**src/rtl/rxl_pkg.sv**
```systemverilog
package rxl_pkg;
   typedef enum logic [1:0] {
      RX_IDLE  = 2'd0,
      RX_START = 2'd1,
      RX_DATA  = 2'd2,
      RX_STOP  = 2'd3
   } rx_state_e;
endpackage

```
**src/rtl/rxl_sync.sv**
```systemverilog
module rxl_sync #(
   parameter int STAGES = 2
) (
   input  logic clk,
   input  logic rst_n,
   input  logic din,
   output logic dout
);
   if (STAGES < 2) begin : g_bad_stages
      $error("rxl_sync: STAGES must be at least 2");
   end

   logic [STAGES-1:0] chain_q;

   always_ff @(posedge clk or negedge rst_n) begin
      if (!rst_n) chain_q <= '1;
      else        chain_q <= {chain_q[STAGES-2:0], din};
   end

   assign dout = chain_q[STAGES-1];
endmodule

```
**src/rtl/rxl_frame.sv**
```systemverilog
module rxl_frame
   import rxl_pkg::*;
#(
   parameter int DW   = 8,
   parameter int OVS  = 16,
   parameter int DIVW = 16
) (
   input  logic            clk,
   input  logic            rst_n,
   input  logic            en,
   input  logic            block,
   input  logic            line,
   input  logic [DIVW-1:0] div,
   output logic            done,
   output logic [DW-1:0]   data,
   output logic            ferr
);
   localparam int TW   = $clog2(OVS);
   localparam int BW   = $clog2(DW);
   localparam int MID  = OVS/2 - 1;
   localparam int LAST = OVS - 1;

   if (OVS < 4 || (OVS % 2) != 0) begin : g_bad_ovs
      $error("rxl_frame: OVS must be even and at least 4");
   end
   if (DW < 2) begin : g_bad_dw
      $error("rxl_frame: DW must be at least 2");
   end

   rx_state_e       st_q;
   logic [DIVW-1:0] div_q;
   logic [TW-1:0]   tcnt_q;
   logic [BW-1:0]   bidx_q;
   logic [DW-1:0]   shreg_q;
   logic            tick;
   logic            at_mid;
   logic            at_last;

   assign tick    = (div_q == div);
   assign at_mid  = tick && (tcnt_q == TW'(MID));
   assign at_last = tick && (tcnt_q == TW'(LAST));

   always_ff @(posedge clk or negedge rst_n) begin
      if (!rst_n) begin
         st_q    <= RX_IDLE;
         div_q   <= '0;
         tcnt_q  <= '0;
         bidx_q  <= '0;
         shreg_q <= '0;
      end else if (!en) begin
         st_q   <= RX_IDLE;
         div_q  <= '0;
         tcnt_q <= '0;
         bidx_q <= '0;
      end else if (st_q == RX_IDLE) begin
         div_q  <= '0;
         tcnt_q <= '0;
         bidx_q <= '0;
         if (!block && !line) st_q <= RX_START;
      end else begin
         div_q <= tick ? '0 : div_q + 1'b1;
         if (tick) tcnt_q <= at_last ? '0 : tcnt_q + 1'b1;
         unique case (st_q)
            RX_START: if (at_mid) begin
               tcnt_q <= '0;
               st_q   <= line ? RX_IDLE : RX_DATA;
            end
            RX_DATA: if (at_last) begin
               shreg_q <= {line, shreg_q[DW-1:1]};
               if (bidx_q == BW'(DW-1)) begin
                  bidx_q <= '0;
                  st_q   <= RX_STOP;
               end else begin
                  bidx_q <= bidx_q + 1'b1;
               end
            end
            RX_STOP: if (at_last) st_q <= RX_IDLE;
            default: st_q <= RX_IDLE;
         endcase
      end
   end

   assign done = en && (st_q == RX_STOP) && at_last;
   assign data = shreg_q;
   assign ferr = !line;
endmodule

```
**src/rtl/rxl_fifo.sv**
```systemverilog
module rxl_fifo #(
   parameter int W     = 9,
   parameter int DEPTH = 2
) (
   input  logic         clk,
   input  logic         rst_n,
   input  logic         push,
   input  logic [W-1:0] din,
   input  logic         pop,
   output logic [W-1:0] head,
   output logic         empty,
   output logic         full,
   output logic         pop_ok,
   output logic         push_ok
);
   localparam int PW = $clog2(DEPTH);
   localparam int CW = $clog2(DEPTH + 1);

   if (DEPTH < 2) begin : g_bad_depth
      $error("rxl_fifo: DEPTH must be at least 2");
   end

   logic [W-1:0]  mem_q [DEPTH];
   logic [PW-1:0] wp_q, rp_q;
   logic [CW-1:0] cnt_q;

   assign empty   = (cnt_q == '0);
   assign full    = (cnt_q == CW'(DEPTH));
   assign pop_ok  = pop && !empty;
   assign push_ok = push && (!full || pop_ok);
   assign head    = mem_q[rp_q];

   always_ff @(posedge clk) begin
      if (push_ok) mem_q[wp_q] <= din;
   end

   always_ff @(posedge clk or negedge rst_n) begin
      if (!rst_n) begin
         wp_q  <= '0;
         rp_q  <= '0;
         cnt_q <= '0;
      end else begin
         if (push_ok) wp_q <= (wp_q == PW'(DEPTH-1)) ? '0 : wp_q + 1'b1;
         if (pop_ok)  rp_q <= (rp_q == PW'(DEPTH-1)) ? '0 : rp_q + 1'b1;
         if (push_ok && !pop_ok)      cnt_q <= cnt_q + 1'b1;
         else if (pop_ok && !push_ok) cnt_q <= cnt_q - 1'b1;
      end
   end
endmodule

```
**src/rtl/rx_lockout_uart.sv**
```systemverilog
module rx_lockout_uart #(
   parameter int DW          = 8,
   parameter int OVS         = 16,
   parameter int DIVW        = 16,
   parameter int DEPTH       = 2,
   parameter int SYNC_STAGES = 2
) (
   input  logic            clk,
   input  logic            rst_n,
   input  logic            rx_en,
   input  logic [DIVW-1:0] baud_div,
   input  logic            serial_in,
   input  logic            rd_pop,
   output logic [DW-1:0]   rd_data,
   output logic            rd_ferr,
   output logic            data_avail,
   output logic            overrun
);
   localparam int EW = DW + 1;

   logic          line_s;
   logic          chr_done;
   logic [DW-1:0] chr_data;
   logic          chr_ferr;
   logic [EW-1:0] head;
   logic          fifo_empty, fifo_full, pop_ok, push_ok;
   logic          ovr_q;

   rxl_sync #(.STAGES(SYNC_STAGES)) sync_i (
      .clk(clk), .rst_n(rst_n), .din(serial_in), .dout(line_s)
   );

   rxl_frame #(.DW(DW), .OVS(OVS), .DIVW(DIVW)) frame_i (
      .clk(clk), .rst_n(rst_n), .en(rx_en), .block(ovr_q), .line(line_s),
      .div(baud_div), .done(chr_done), .data(chr_data), .ferr(chr_ferr)
   );

   rxl_fifo #(.W(EW), .DEPTH(DEPTH)) fifo_i (
      .clk(clk), .rst_n(rst_n), .push(chr_done), .din({chr_ferr, chr_data}),
      .pop(rd_pop), .head(head), .empty(fifo_empty), .full(fifo_full),
      .pop_ok(pop_ok), .push_ok(push_ok)
   );

   always_ff @(posedge clk or negedge rst_n) begin
      if (!rst_n) begin
         ovr_q   <= 1'b0;
         rd_data <= '0;
         rd_ferr <= 1'b0;
      end else begin
         if (!rx_en)                       ovr_q <= 1'b0;
         else if (chr_done && !push_ok)    ovr_q <= 1'b1;
         if (pop_ok) begin
            rd_data <= head[DW-1:0];
            rd_ferr <= head[DW];
         end
      end
   end

   assign data_avail = !fifo_empty;
   assign overrun    = ovr_q;
endmodule

```
**config.mk**
```make
export PLATFORM = sky130hd
export DESIGN_NAME = rx_lockout_uart
export DESIGN_NICKNAME = d
export VERILOG_FILES = /design/src/rtl/rxl_pkg.sv /design/src/rtl/rxl_sync.sv /design/src/rtl/rxl_frame.sv /design/src/rtl/rxl_fifo.sv /design/src/rtl/rx_lockout_uart.sv
export SDC_FILE = /design/constraint.sdc
export NUM_CORES = 1
export LEC_CHECK = 0
export BUFFER_PORTS_ARGS = -buffer_cell sky130_fd_sc_hd__buf_2
export CAP_MARGIN = 20
export CORE_MARGIN = 1
export CORE_UTILIZATION = 45
export DETAILED_ROUTE_END_ITERATION = 16
export GPL_TIMING_DRIVEN = 0
export PLACE_DENSITY = 0.75
export SLEW_MARGIN = 0
export SYNTH_ARGS = -nofsm -noshare
export SYNTH_HDL_FRONTEND = slang
export SYNTH_SLANG_ARGS = --single-unit
```
**constraint.sdc**
```tcl
create_clock -name clk -period 3.6 [get_ports clk]
set_input_delay 0.54 -clock clk [delete_from_list [all_inputs] [get_ports clk]]
set_output_delay 0.54 -clock clk [all_outputs]
set_load 0.03 [all_outputs]
```
# After elaboration in Yosys (flattened, before gate mapping)
# Memories as Yosys holds them, arrays and structs flattened. A register that Yosys moved wholly into a read port is not among the register bits.
# Cells that the tools add are included.
[classes] n_addsub=7 multipliers=0 div_mod_pow=0 n_lt_le_gt_ge=0 n_eq_ne=16 shifts=0 n_mux=31 bitwise=1 n_reduce_logical=24
[ops] cell="two-way mux 16 bit" n=3
[ops] cell="two-way mux 4 bit" n=6
[ops] cell="two-way mux 2 bit" n=10
[ops] cell="adder 16 x 1 -> 16 bit, second input constant" n=1
[ops] cell="== test 16 bit" n=1
[ops] cell="inequality test 4 x 2 -> 1 bit, second input constant" n=4
[ops] cell="two-way mux 3 bit" n=5
[ops] cell="logical AND 1 bit" n=10
[ops] cell="zero test 1 bit" n=7
[ops] cell="== test 2 bit, second input constant" n=3
[ops] cell="two-way mux 1 bit" n=6
[ops] cell="inequality test 3 x 1 -> 1 bit, second input constant" n=2
[ops] cell="one-hot mux 2 bit (3 select lines)" n=1
[ops] cell="AND reduction 5 bit" n=1
[ops] cell="adder 4 x 1 -> 4 bit, second input constant" n=1
[ops] cell="== test 4 x 3 -> 1 bit, second input constant" n=1
[ops] cell="== test 4 bit, second input constant" n=1
[ops] cell="zero test 2 bit" n=2
[ops] cell="AND reduction 4 bit" n=1
[ops] cell="adder 3 x 1 -> 3 bit, second input constant" n=1
[ops] cell="== test 3 bit, second input constant" n=1
[ops] cell="inequality test 3 bit, second input constant" n=1
[ops] cell="adder 1 bit, second input constant" n=2
[ops] cell="adder 2 x 1 -> 2 bit, second input constant" n=1
[ops] cell="other kinds (7)" n=7
[totals] ff_bits=40 latchBits=0 ram_bits=18 romBits=0 inputBits=21 output_inout_bits=11 elab_cells=90 n_memories=1
[memory_table] name="fifo_i.mem_q" words=2 width=9 read_ports=1 rd_ports_with_merged_regs=1 wr=1 line="rxl_fifo.sv:23" rtl="logic [W-1:0] mem_q [DEPTH];"

# Logic depth before layout (Yosys ltp)
# Gate-level depths: netlist of the first run.
[depth] depth_word=9 depth_mapped=9

# By module
# From an unflattened synthesis of the first run, not the netlist that was laid out.
[unflattened] cells_unflattened=253 area_unflattened_um2=3223.1
[by_module_without_submodules] mod="rxl_frame" instances=1 cells_per_inst=179 area_each_um2=1874.3 seq_area_each_um2=825.8
[by_module_without_submodules] mod="rxl_fifo" instances=1 cells_per_inst=49 area_each_um2=882.1 seq_area_each_um2=640.6
[by_module_without_submodules] mod="rx_lockout_uart" instances=1 cells_per_inst=23 area_each_um2=414.1 seq_area_each_um2=250.2
[by_module_without_submodules] mod="rxl_sync" instances=1 cells_per_inst=2 area_each_um2=52.6 seq_area_each_um2=52.6

# Worst setup path after synthesis of the first run
# OpenSTA, ideal clock, no wires.
[synth_path] kind="input-to-reg" startpoint="in baud_div[15]" endpoint="mem fifo_i.mem_q[0][0] (enable)" arrival_time_ns=2.316 required_ns=3.213 slack_ns=0.898 path_stages=5 path_buffers=0 path_cell_list="xor2_1 -> nor4_1 -> nand4_2 -> or2_2 -> nor3_1"
[synth_via] elab_chain_len=6
[synth_rtl] item="start: declaration" line="rx_lockout_uart.sv:11" rtl="input logic [DIVW-1:0] baud_div,"
[synth_rtl] item="== test 16 bit" line="rxl_frame.sv:39" rtl="assign tick = (div_q == div);"
[synth_rtl] item="logical AND 1 bit" line="rxl_frame.sv:41" rtl="assign at_last = tick && (tcnt_q == TW'(LAST));"
[synth_rtl] item="logical AND 1 bit" line="rxl_frame.sv:83" rtl="assign done = en && (st_q == RX_STOP) && at_last;"
[synth_rtl] item="logical AND 1 bit" line="rxl_fifo.sv:30" rtl="assign push_ok = push && (!full || pop_ok);"
[synth_rtl] item="two-way mux 1 bit" line="rxl_fifo.sv:34" rtl="if (push_ok) mem_q[wp_q] <= din;"
[synth_rtl] item="two-way mux 1 bit (implied by the code)" line="rxl_fifo.sv:34"
[synth_rtl] item="end: declaration" line="rxl_fifo.sv:23"
# Every way passes these cells.

# Worst setup path in the final report of the first run
[layout_path] startpoint="reg frame_i.div_q[7]" endpoint="mem fifo_i.mem_q[0][7] (enable)"
[layout_via] elab_chain_len=6
[layout_rtl] item="start: declaration" line="rxl_frame.sv:31" rtl="logic [DIVW-1:0] div_q;"
[layout_rtl] item="start signal: assignment" line="rxl_frame.sv:61" rtl="div_q <= tick ? '0 : div_q + 1'b1;"
[layout_rtl] item="== test 16 bit" line="rxl_frame.sv:39"
[layout_rtl] item="logical AND 1 bit" line="rxl_frame.sv:41"
[layout_rtl] item="logical AND 1 bit" line="rxl_frame.sv:83"
[layout_rtl] item="logical AND 1 bit" line="rxl_fifo.sv:30"
[layout_rtl] item="two-way mux 1 bit" line="rxl_fifo.sv:34"
[layout_rtl] item="two-way mux 1 bit (implied by the code)" line="rxl_fifo.sv:34"
# Every way passes these cells.

==> out/metrics.cfg, run 1 <==
[status]
outcome=complete, no violations

[yosys]
yosys_warnings=0
synthArstFlopShare_pct=73.1
netlist.area_leader.share_pct=37.8
synth.most_common_cell=dfrtp_1
yosysUniqueCellTypes=36
yosysTopAreaCell=dfrtp_1
synth_seq_area_share_pct=56.9
syn_inst=271
synthTopCellsByArea=dfrtp_1 (38%), edfxtp_1 (17%), xor2_1 (7.3%)
synth-edff-count=18
netlist_area_um2=3110
avgSynthCellArea_um2=11.5
ys_ff_latch=67
synth_commonest_cells=dfrtp_1 (47), nand2_1 (26), xor2_1 (26), nor2_1 (23), edfxtp_1 (18)
synth_nets=301
synth_ff_type=dfrtp_1

[global_routing]
grtUsageTotal_pct=17.2
grt_max_degree=50
antenna_found_initial=0
grt_pass1_wl_mm=9.45
grt_overflow=0
grt_pass1_vias=2124

[timing]
setup_viol=0
hold_viol_final=0
tns_ps=0
rsz0062_at_grt=no
tightest_slew_ps=721
fmax_mhz=342
final_max_slew_viol_count=0
hold_ws_ps=103
timing.slew.headroom_pct=51.9
final.min_clock_period_ps=2920
fin_crit_sh_pct=81.2
skew_ps=9.40

[cts]
hold_buffers=0
cts_buffer_depth=2
clk_transition_reported_paths_ps=70
insertion_delay_ps=340
ctsResizeCount=0
cts_tree=yes
cts_setup_buffers=0
htree_levels=3
numClockSinks=67
cts-buffers-inserted=9
root_buffer=clkbuf_8

[critical_path]
slowest_delay_ps=560
slowest_stage=nor3_1
cp.arrival_ps=2970
required_ps=3650
crit_fanout=9
startpoint_type=flop
crit_chain=xor2_1 > nor4_1 > nand4_2 > or2_2 > nor3_1 > buf_4
endpoint_kind=flop
rrSetupSlack_ps=680
critical_path_class=flop to flop

[detailed_routing]
drtPass1Iterations=4
drt-total-wl_mm=5.60
drcViolationCount=0
drt_iter0_markers=50
vias=2112
routedWlPerCell_um=14.2
antenna_left=0
vias_per_cell=5.33

[final_layout]
antenna_cells=0
nets=344
syn2layout_area_growth_pct=15.5
stdcell_count=396
drive_gt1_share_pct=20.1

[placement]
place_hpwl_mm=3.90
port_buffers=30
gp_congestion=0.872
dp.cells=379

[die]
std_cell_rows=29
dieArea_um2=7250
core_area_um2=6490
die_w_um=85.1
pin_count=32
start_util_pct=47.9
die-height_um=85.1

[job]
max_cap_viol_count=0

[pwr]
p_per_area_nw_per_um2=439
ir_drop_v=0.000165
p_leak_nw=1.64
power_mw=1.58

[hold_path]
hp-class=primary input to asynchronous set/reset pin

-- stage by stage --
stage	setup slack [ps]	instance area, um2	utilization [%]
2_1_floorplan	898	3110	-
3_3_place_gp	253	3360	51.7
3_5_place_dp	472	3360	51.8
4_1_cts	641	3570	55.0
5_1_grt	565	3590	55.3
6_report	676	3590	55.3
-- final timing paths --
path                                    from            endpoint  cells after the start
setup / recovery            frame_i.div_q[7]  fifo_i.mem_q[0][7]                      6
hold / removal                         rst_n    frame_i.div_q[7]                      1
setup reg to reg            frame_i.div_q[7]  fifo_i.mem_q[0][7]                      6
hold reg to reg            sync_i.chain_q[0]   sync_i.chain_q[1]                      0
max in group asynchronous              rst_n   sync_i.chain_q[0]                      2
min in group clk                   serial_in   sync_i.chain_q[0]                      1
-- logic make-up after synthesis --
family                     share of synthesized area (%)
buffers and inverters                               1.61
xor gates and xnor gates                            9.86
DFF                                                 56.9
and+or+nand+nor                                     15.7
adders and majority gates                           3.62
muxes                                               6.80
AOI/OAI and AO/OA                                   5.51
-- registers in the layout, summed over array words and instances, names as in the netlist --
signal	count
fifo_i.cnt_q	2
fifo_i.mem_q	18
fifo_i.rp_q	1
fifo_i.wp_q	1
frame_i.bidx_q	3
frame_i.data	8
frame_i.div_q	16
frame_i.st_q	2
frame_i.tcnt_q	4
overrun	1
rd_data	8
rd_ferr	1
sync_i.chain_q	2
-- per-layer routing --
metal	global-route usage (%)	up-vias	wire length, um
li1	-	1033	-
met1	21.6	1018	2640
met2	27.3	49	2610
met3	3.50	12	204
met4	10.6	0	144
met5	0	-	0
-- layout make-up --
class                      instances  area (um2)
buffer                             7        27.5
multi-input combinational        191        1290
clock buffer                      11         131
sequential                        67        1770
inverter                           6        22.5
tap                               77        96.3
clock inverter                     5        77.6
fill                             557        2900
timing repair buffer              32         178
-- critical path: cells and delay by family, from the launching register on --
family / cells / cell delay (ps)
XOR/XNOR: 1 / 180
buffers and inverters: 1 / 260
flip-flops: 1 / 440
AND/OR/NAND/NOR: 4 / 1740
-- layout by cell type, fill, tap and decap left out, drive strengths merged, types with 10 or more instances in the layout --
cell / n
dfrtp: 47
buf: 33
xor2: 26
nand2: 26
nor2: 23
edfxtp: 18
clkbuf: 17
o21ai: 16
mux2i: 11
nand3: 10
-- power by group --
part	internal (mW)	switching, mW
logic	0.0408	0.0656
clock network	0.390	0.281
registers	0.786	0.0125
total	1.22	0.359
Power figures use the tool's default switching activity.
==> inputs of run 2 (changes only) <==
--- a/config.mk
+++ b/config.mk
@@ -5,13 +5,14 @@
 export SDC_FILE = /design/constraint.sdc
 export NUM_CORES = 1
 export LEC_CHECK = 0
+export ABC_AREA = 1
 export BUFFER_PORTS_ARGS = -buffer_cell sky130_fd_sc_hd__buf_2
 export CAP_MARGIN = 20
 export CORE_MARGIN = 1
 export CORE_UTILIZATION = 45
 export DETAILED_ROUTE_END_ITERATION = 16
 export GPL_TIMING_DRIVEN = 0
-export PLACE_DENSITY = 0.75
+export PLACE_DENSITY = 0.74
 export SLEW_MARGIN = 0
 export SYNTH_ARGS = -nofsm -noshare
 export SYNTH_HDL_FRONTEND = slang
==> constraint.sdc (replaced) <==
create_clock -name clk -period 3.1 [get_ports clk]
set_input_delay 0.465 -clock clk [delete_from_list [all_inputs] [get_ports clk]]
set_output_delay 0.465 -clock clk [all_outputs]
set_load 0.03 [all_outputs]
==> out/metrics.cfg, run 2 <==
[status]
outcome=complete, no violations  ; unchanged

[cts]
cts_buffer_depth=2  ; unchanged
ctsResizeCount=0  ; unchanged
htree_levels=3  ; unchanged
hold_buffers=0  ; unchanged
insertion_delay_ps=350  ; was 340 ps
cts-buffers-inserted=9  ; unchanged
root_buffer=clkbuf_8  ; unchanged
numClockSinks=67  ; unchanged
cts_setup_buffers=0  ; unchanged
cts_tree=yes  ; unchanged
clk_transition_reported_paths_ps=80  ; was 70 ps

[detailed_routing]
drt_iter0_markers=120  ; was 50
routedWlPerCell_um=11.1  ; was 14.2 um
vias=2521  ; was 2112
vias_per_cell=4.77  ; was 5.33
drcViolationCount=0  ; unchanged
drtPass1Iterations=5  ; was 4
antenna_left=0  ; unchanged
drt-total-wl_mm=5.90  ; was 5.60 mm

[critical_path]
endpoint_kind=flop  ; unchanged
crit_fanout=9  ; unchanged
r2r-start=frame_i.div_q[9]  ; was frame_i.div_q[7]
crit_family=simple AND/OR/NAND/NOR gates  ; unchanged
slowest_delay_ps=600  ; was 560 ps
slowest_stage=nor2_1  ; was nor3_1
timing.critical_path.buf_inv=2  ; was 1
crit_chain=inv_1 > nand2_1 > nand2_1 > nor2_1 > nand2_1 > nor2_2 > nand3_4 > clkinv_2 > nand3b_1 > nor2_1  ; was xor2_1 > nor4_1 > nand4_2 > or2_2 > nor3_1 > buf_4
rrSetupSlack_ps=800  ; was 680 ps
crit_path_frequent_cell=nand2_1
startpoint_type=flop  ; unchanged
required_ps=3070  ; was 3650 ps
reg2reg_depth=10  ; was 6
cp.arrival_ps=2270  ; was 2970 ps
regToRegEndpoint=fifo_i.mem_q[1][0]  ; was fifo_i.mem_q[0][7]
critical_path_class=flop to flop  ; unchanged

[placement]
place_hpwl_mm=4.30  ; was 3.90 mm
port_buffers=31  ; was 30
place_area_um2=3570  ; was 3360 um2
gp_congestion=0.774  ; was 0.872

[yosys]
synth-edff-count=18  ; unchanged
netlist_area_um2=3290  ; was 3110 um2
synth_commonest_cells=nand2_1 (112), inv_1 (51), nor2_1 (51), dfrtp_1 (47), edfxtp_1 (18)  ; was dfrtp_1 (47), nand2_1 (26), xor2_1 (26), nor2_1 (23), edfxtp_1 (18)
synth.most_common_cell=nand2_1  ; was dfrtp_1
synthArstFlopShare_pct=73.1  ; unchanged
yosys_warnings=0  ; unchanged
syn_inst=385  ; was 271
yosysTopAreaCell=dfrtp_1  ; unchanged
synth_seq_area_share_pct=53.8  ; was 56.9%
synth_nets=415  ; was 301
ys_ff_latch=67  ; unchanged
synthTopCellsByArea=dfrtp_1 (36%), edfxtp_1 (16%), nand2_1 (13%)  ; was dfrtp_1 (38%), edfxtp_1 (17%), xor2_1 (7.3%)
synth_ff_type=dfrtp_1  ; unchanged
yosysUniqueCellTypes=34  ; was 36
netlist.area_leader.share_pct=35.7  ; was 37.8%
avgSynthCellArea_um2=8.55  ; was 11.5 um2

[final_layout]
final_area_um2=3830  ; was 3590 um2
reg.largest.list=fifo_i.mem_q (18), frame_i.div_q (16)  ; unchanged
seq_area_um2=1770  ; unchanged
nets=458  ; was 344
drive_gt1_share_pct=16.9  ; was 20.1%
multi_input_comb_area_um2=1280  ; was 1290 um2
top_register=fifo_i.mem_q  ; unchanged
largest_register_ffs=18  ; unchanged
fillers=585  ; was 557
syn2layout_area_growth_pct=16.4  ; was 15.5%
antenna_cells=0  ; unchanged
final_cell_mix=nand2_1 (112), inv_1 (51), nor2_1 (51)  ; was dfrtp_1 (47), buf_2 (31), xor2_1 (26), nand2_1 (26), nor2_1 (23)
mostFrequentLayoutCell=nand2_1  ; was dfrtp_1
utilization_pct=55.2  ; was 55.3%

[hold_path]
hp-class=primary input to asynchronous set/reset pin  ; unchanged

[die]
core_area_um2=6940  ; was 6490 um2
pin_count=32  ; unchanged
die_w_um=87.5  ; was 85.1 um
die-height_um=87.5  ; was 85.1 um
dieArea_um2=7660  ; was 7250 um2
std_cell_rows=30  ; was 29
start_util_pct=47.4  ; was 47.9%

[timing]
tightest_slew_ps=775  ; was 721 ps
timing.slew.headroom_pct=48.1  ; was 51.9%
tns_ps=0  ; unchanged
setup_viol=0  ; unchanged
rsz0062_at_grt=no  ; unchanged
skew_ps=11.4  ; was 9.40 ps
fin_crit_sh_pct=74.1  ; was 81.2%
hold_viol_final=0  ; unchanged
final.min_clock_period_ps=2300  ; was 2920 ps
final_max_slew_viol_count=0  ; unchanged
fmax_mhz=435  ; was 342 MHz

[pwr]
internal-power_mw=1.67  ; was 1.22 mW
power.net_switching_mw=0.747  ; was 0.359 mW
power.share.sequential_pct=42.9  ; was 50.7%
p_leak_nw=1.84  ; was 1.64 nW
ir_drop_v=0.000333  ; was 0.000165 V
clkPwrFrac_pct=35.5  ; was 42.6%
p_per_area_nw_per_um2=632  ; was 439 nW/um2
switching_share_pct=30.9  ; was 22.8%
combinationalPowerShare_pct=21.6  ; was 6.8%
power_mw=2.42  ; was 1.58 mW

[global_routing]
grt_overflow=0  ; unchanged
grtUsageTotal_pct=17.7  ; was 17.2%
grt_pass1_wl_mm=10.3  ; was 9.45 mm
antenna_found_initial=0  ; unchanged
grt_max_degree=50  ; unchanged
grt_pass1_vias=2420  ; was 2124

[job]
max_cap_viol_count=0  ; unchanged

run 2: cell count changes after synthesis, moves of 5 or more:
cell     before  now
inv_1         6   51
mux2_2        9    0
xnor2_1       9    1
nor2_1       23   51
mux2i_1      11    0
a31oi_1       2   10
a21oi_1       5   11
nand2_1      26  112
xor2_1       26    5
nor4_1        5    0
run 2: kinds of logic after synthesis:
logic type                 synth area share (%)
and+or+nand+nor                            26.4
DFF                                        53.8
buffers and inverters                      7.22
AOI/OAI and AO/OA                          7.64
adders and majority gates                  3.42
xor gates and xnor gates                   1.60
run 2: worst max path at each step:
stage / start / end / slack, ps / depth (start not counted)
after floorplan: baud_div[12] / fifo_i.mem_q[1][0] / 1120 / 10
after global placement: baud_div[15] / fifo_i.mem_q[1][5] / 650 / 11
after detailed placement: baud_div[15] / fifo_i.mem_q[1][5] / 640 / 11
after CTS: frame_i.div_q[11] / fifo_i.mem_q[1][1] / 780 / 9
after global routing: frame_i.div_q[6] / fifo_i.mem_q[1][1] / 550 / 10
final: frame_i.div_q[9] / fifo_i.mem_q[1][0] / 800 / 10
run 2: worst register-to-register path, cell delays in order (launching register included):
cell      delay (ps)
dfrtp_1          400
inv_1             90
nand2_1           70
nand2_1           50
nor2_1           100
nand2_1           70
nor2_2           200
nand3_4          140
clkinv_2         110
nand3b_1          90
nor2_1           600
run 2: per-layer routing:
| metal | vias up | track usage [%] | share of wire, % |
|---|---|---|---|
| met5 | - | 0 | 0 |
| met4 | 0 | 7.75 | 1.2 |
| met3 | 7 | 5.12 | 3.8 |
| met2 | 38 | 28.8 | 47 |
| met1 | 1163 | 22.1 | 48 |
| li1 | 1313 | - | - |
run 2: power groups by stage:
stage,combinational [mW],sequential (mW),clock [mW]
after floorplan,0.268,1.15,0
after global placement,0.512,1.05,0
after detailed placement,0.522,1.06,0
after CTS,0.525,1.04,0.875
after global routing,0.588,1.05,0.913
final,0.522,1.04,0.859
run 2: layout make-up:
type | instances | area share (%)
Tap cell | 96 | 3.14
Multi-Input combinational cell | 257 | 33.5
Timing Repair Buffer | 32 | 4.57
Sequential cell | 67 | 46.2
Clock buffer | 11 | 4.25
Buffer | 3 | 0.490
Clock inverter | 5 | 2.12
Inverter | 58 | 5.72
run 2: stage by stage:
stage | hold slack, ps | instances | setup slack (ps)
3_3_place_gp | 346 | 512 | 649
2_1_floorplan | 169 | 385 | 1120
5_1_grt | 94.9 | 529 | 551
3_5_place_dp | 347 | 512 | 640
4_1_cts | 205 | 528 | 784
6_report | 64.5 | 529 | 802
==> inputs of run 3 (changes only) <==
==> constraint.sdc (replaced) <==
create_clock -name clk -period 2.2 [get_ports clk]
set_input_delay 0.33 -clock clk [delete_from_list [all_inputs] [get_ports clk]]
set_output_delay 0.33 -clock clk [all_outputs]
set_load 0.03 [all_outputs]
==> out/metrics.cfg, run 3 (same netlist as run 2, synthesis figures left out) <==
[status]
outcome=complete, no violations  ; unchanged

[critical_path]
critical_path_class=flop to flop  ; unchanged
crit_fanout=5  ; was 9
slowest_stage=dfrtp_1  ; was nor2_1
startpoint_type=flop  ; unchanged
endpoint_kind=flop  ; unchanged
cp.arrival_ps=2310  ; was 2270 ps
slowest_delay_ps=410  ; was 600 ps
crit_chain=inv_1 > nand2_1 > nand2_1 > nor2_1 > nand2_1 > nor2_4 > nand3_4 > nor3_4 > ha_1 > a21oi_1 > o21ai_0 > xor2_1  ; was inv_1 > nand2_1 > nand2_1 > nor2_1 > nand2_1 > nor2_2 > nand3_4 > clkinv_2 > nand3b_1 > nor2_1
required_ps=2420  ; was 3070 ps
crit_path_frequent_cell=nand2_1  ; unchanged

[pwr]
switching_share_pct=31.0  ; was 30.9%
power.net_switching_mw=1.06  ; was 0.747 mW
p_per_area_nw_per_um2=885  ; was 632 nW/um2
p_leak_nw=1.84  ; about the same
internal-power_mw=2.36  ; was 1.67 mW
combinationalPowerShare_pct=21.7  ; was 21.6%
clkPwrFrac_pct=35.5  ; about the same
power.share.sequential_pct=42.8  ; was 42.9%
ir_drop_v=0.000470  ; was 0.000333 V

[timing]
hold_ws_ps=87.4  ; was 64.5 ps
timing.slew.headroom_pct=67.3  ; was 48.1%
fin_crit_sh_pct=94.9  ; was 74.1%
fmax_mhz=479  ; was 435 MHz
final.min_clock_period_ps=2090  ; was 2300 ps
setup_slack_ps=113  ; was 802 ps
rsz0062_at_grt=yes  ; was no
setup_viol=0  ; unchanged
hold_viol_final=0  ; unchanged
final_max_slew_viol_count=0  ; unchanged
tightest_slew_ps=487  ; was 775 ps
skew_ps=11.1  ; was 11.4 ps

[detailed_routing]
drt_iter0_markers=171  ; was 120
drt-total-wl_mm=5.99  ; was 5.90 mm
antenna_left=0  ; unchanged
vias_per_cell=4.80  ; was 4.77
vias=2543  ; was 2521
drcViolationCount=0  ; unchanged
drtPass1Iterations=4  ; was 5
routedWlPerCell_um=11.3  ; was 11.1 um

[placement]
pre_cts_ws_ps=-125  ; was 640 ps
place_hpwl_mm=4.30  ; unchanged
port_buffers=31  ; unchanged
dp.cells=512  ; unchanged
gp_congestion=0.774  ; unchanged

[job]
max_cap_viol_count=0  ; unchanged

[final_layout]
largest_register_ffs=18  ; unchanged
stdcell_count=530  ; was 529
utilization_pct=55.6  ; was 55.2%
top_register=fifo_i.mem_q  ; unchanged
final_cell_mix=nand2_1 (112), inv_1 (51), nor2_1 (50)  ; was nand2_1 (112), inv_1 (51), nor2_1 (51)
nets=459  ; was 458
drive_gt1_share_pct=17.5  ; was 16.9%
reg.largest.list=fifo_i.mem_q (18), frame_i.div_q (16)  ; unchanged
antenna_cells=0  ; unchanged
syn2layout_area_growth_pct=17.3  ; was 16.4%
mostFrequentLayoutCell=nand2_1  ; unchanged

[cts]
htree_levels=3  ; unchanged
clk_transition_reported_paths_ps=80  ; about the same
numClockSinks=67  ; unchanged
cts-buffers-inserted=9  ; unchanged
cts_tree=yes  ; unchanged
cts_buffer_depth=2  ; unchanged
insertion_delay_ps=350  ; about the same
root_buffer=clkbuf_8  ; unchanged

[die]
std_cell_rows=30  ; unchanged
dieArea_um2=7660  ; unchanged
die_w_um=87.5  ; unchanged
core_area_um2=6940  ; unchanged
pin_count=32  ; unchanged
start_util_pct=47.4  ; unchanged
die-height_um=87.5  ; unchanged

[global_routing]
grt_max_degree=50  ; unchanged
grt_pass1_vias=2424  ; was 2420
grt_pass1_wl_mm=10.4  ; was 10.3 mm
antenna_found_initial=0  ; unchanged
grtUsageTotal_pct=17.7  ; about the same
grt_overflow=0  ; unchanged

[hold_path]
hp-class=primary input to flop  ; was primary input to asynchronous set/reset pin

==> run 3: cell types whose count changed in the layout (fill, tap and decap cells not counted), sizes merged <==
cell | previous run | this run
dlygate4sd3 | 0 | 1
==> run 3: worst paths after layout <==
path,start,cells after the start,endpoint,slack (ps)
worst min register to register,sync_i.chain_q[0],0,sync_i.chain_q[1],360
worst max register to register,frame_i.div_q[9],12,fifo_i.cnt_q[1],110
max in group asynchronous,rst_n,3,frame_i.data[1],1200
min in group asynchronous,rst_n,2,frame_i.div_q[7],480
worst min-delay path,serial_in,1,sync_i.chain_q[0],90
worst max-delay path,frame_i.div_q[9],12,fifo_i.cnt_q[1],110
==> run 3: metal layers <==
layer,part of all wire [%],GRT usage [%],up-vias
li1,-,-,1317
met1,48,22.1,1179
met2,47,28.8,43
met3,4.1,5.12,4
met4,0.65,7.75,0
met5,0,0,-
==> run 3: through the flow <==
step	power, mW	TNS (ps)	instance area [um2]
4_1_cts	3.44	0	3810
3_3_place_gp	2.20	-1040	3570
6_report	3.42	0	3860
2_1_floorplan	2.00	0	3290
3_5_place_dp	2.23	-1120	3570
5_1_grt	3.60	-39.2	3860
==> run 3: final cells by class <==
| class | instances | area (um2) |
|---|---|---|
| plain buffers | 3 | 18.8 |
| clock buffers | 11 | 163 |
| fillers | 579 | 3080 |
| flip-flops and latches | 67 | 1770 |
| well taps | 96 | 120 |
| clock inverters | 5 | 81.3 |
| repair buffers | 33 | 185 |
| multi-input cells | 257 | 1300 |
| inverters | 58 | 219 |
==> run 3: critical path, delay by kind of cell (launching register included) <==
family                   cells  cell delay, ps
AND/OR/NAND/NOR              7             790
flip-flops                   1             410
XOR/XNOR                     1             150
buffers and inverters        1              90
adder cells (fa/ha/maj)      1             280
AO/OA/AOI/OAI                2             230
==> run 3: what timing repair did <==
| item | CTS | global route |
|---|---|---|
| hold buffers | 0 | 1 |
| buffers inserted | 0 | 0 |
| hold endpoints to repair | 0 | 18 |
| pin swaps | 0 | 1 |
| setup endpoints to repair | 9 | 19 |
| cloned | 0 | 0 |
| gates resized for setup | 1 | 5 |
==> run 3: power by group through the flow <==
stage | clock, mW | combinational [mW] | sequential [mW]
CTS | 1.23 | 0.739 | 1.46
detailed placement | 0 | 0.736 | 1.49
global placement | 0 | 0.721 | 1.48
finish | 1.21 | 0.741 | 1.46
floorplan | 0 | 0.378 | 1.62
global route | 1.29 | 0.833 | 1.48
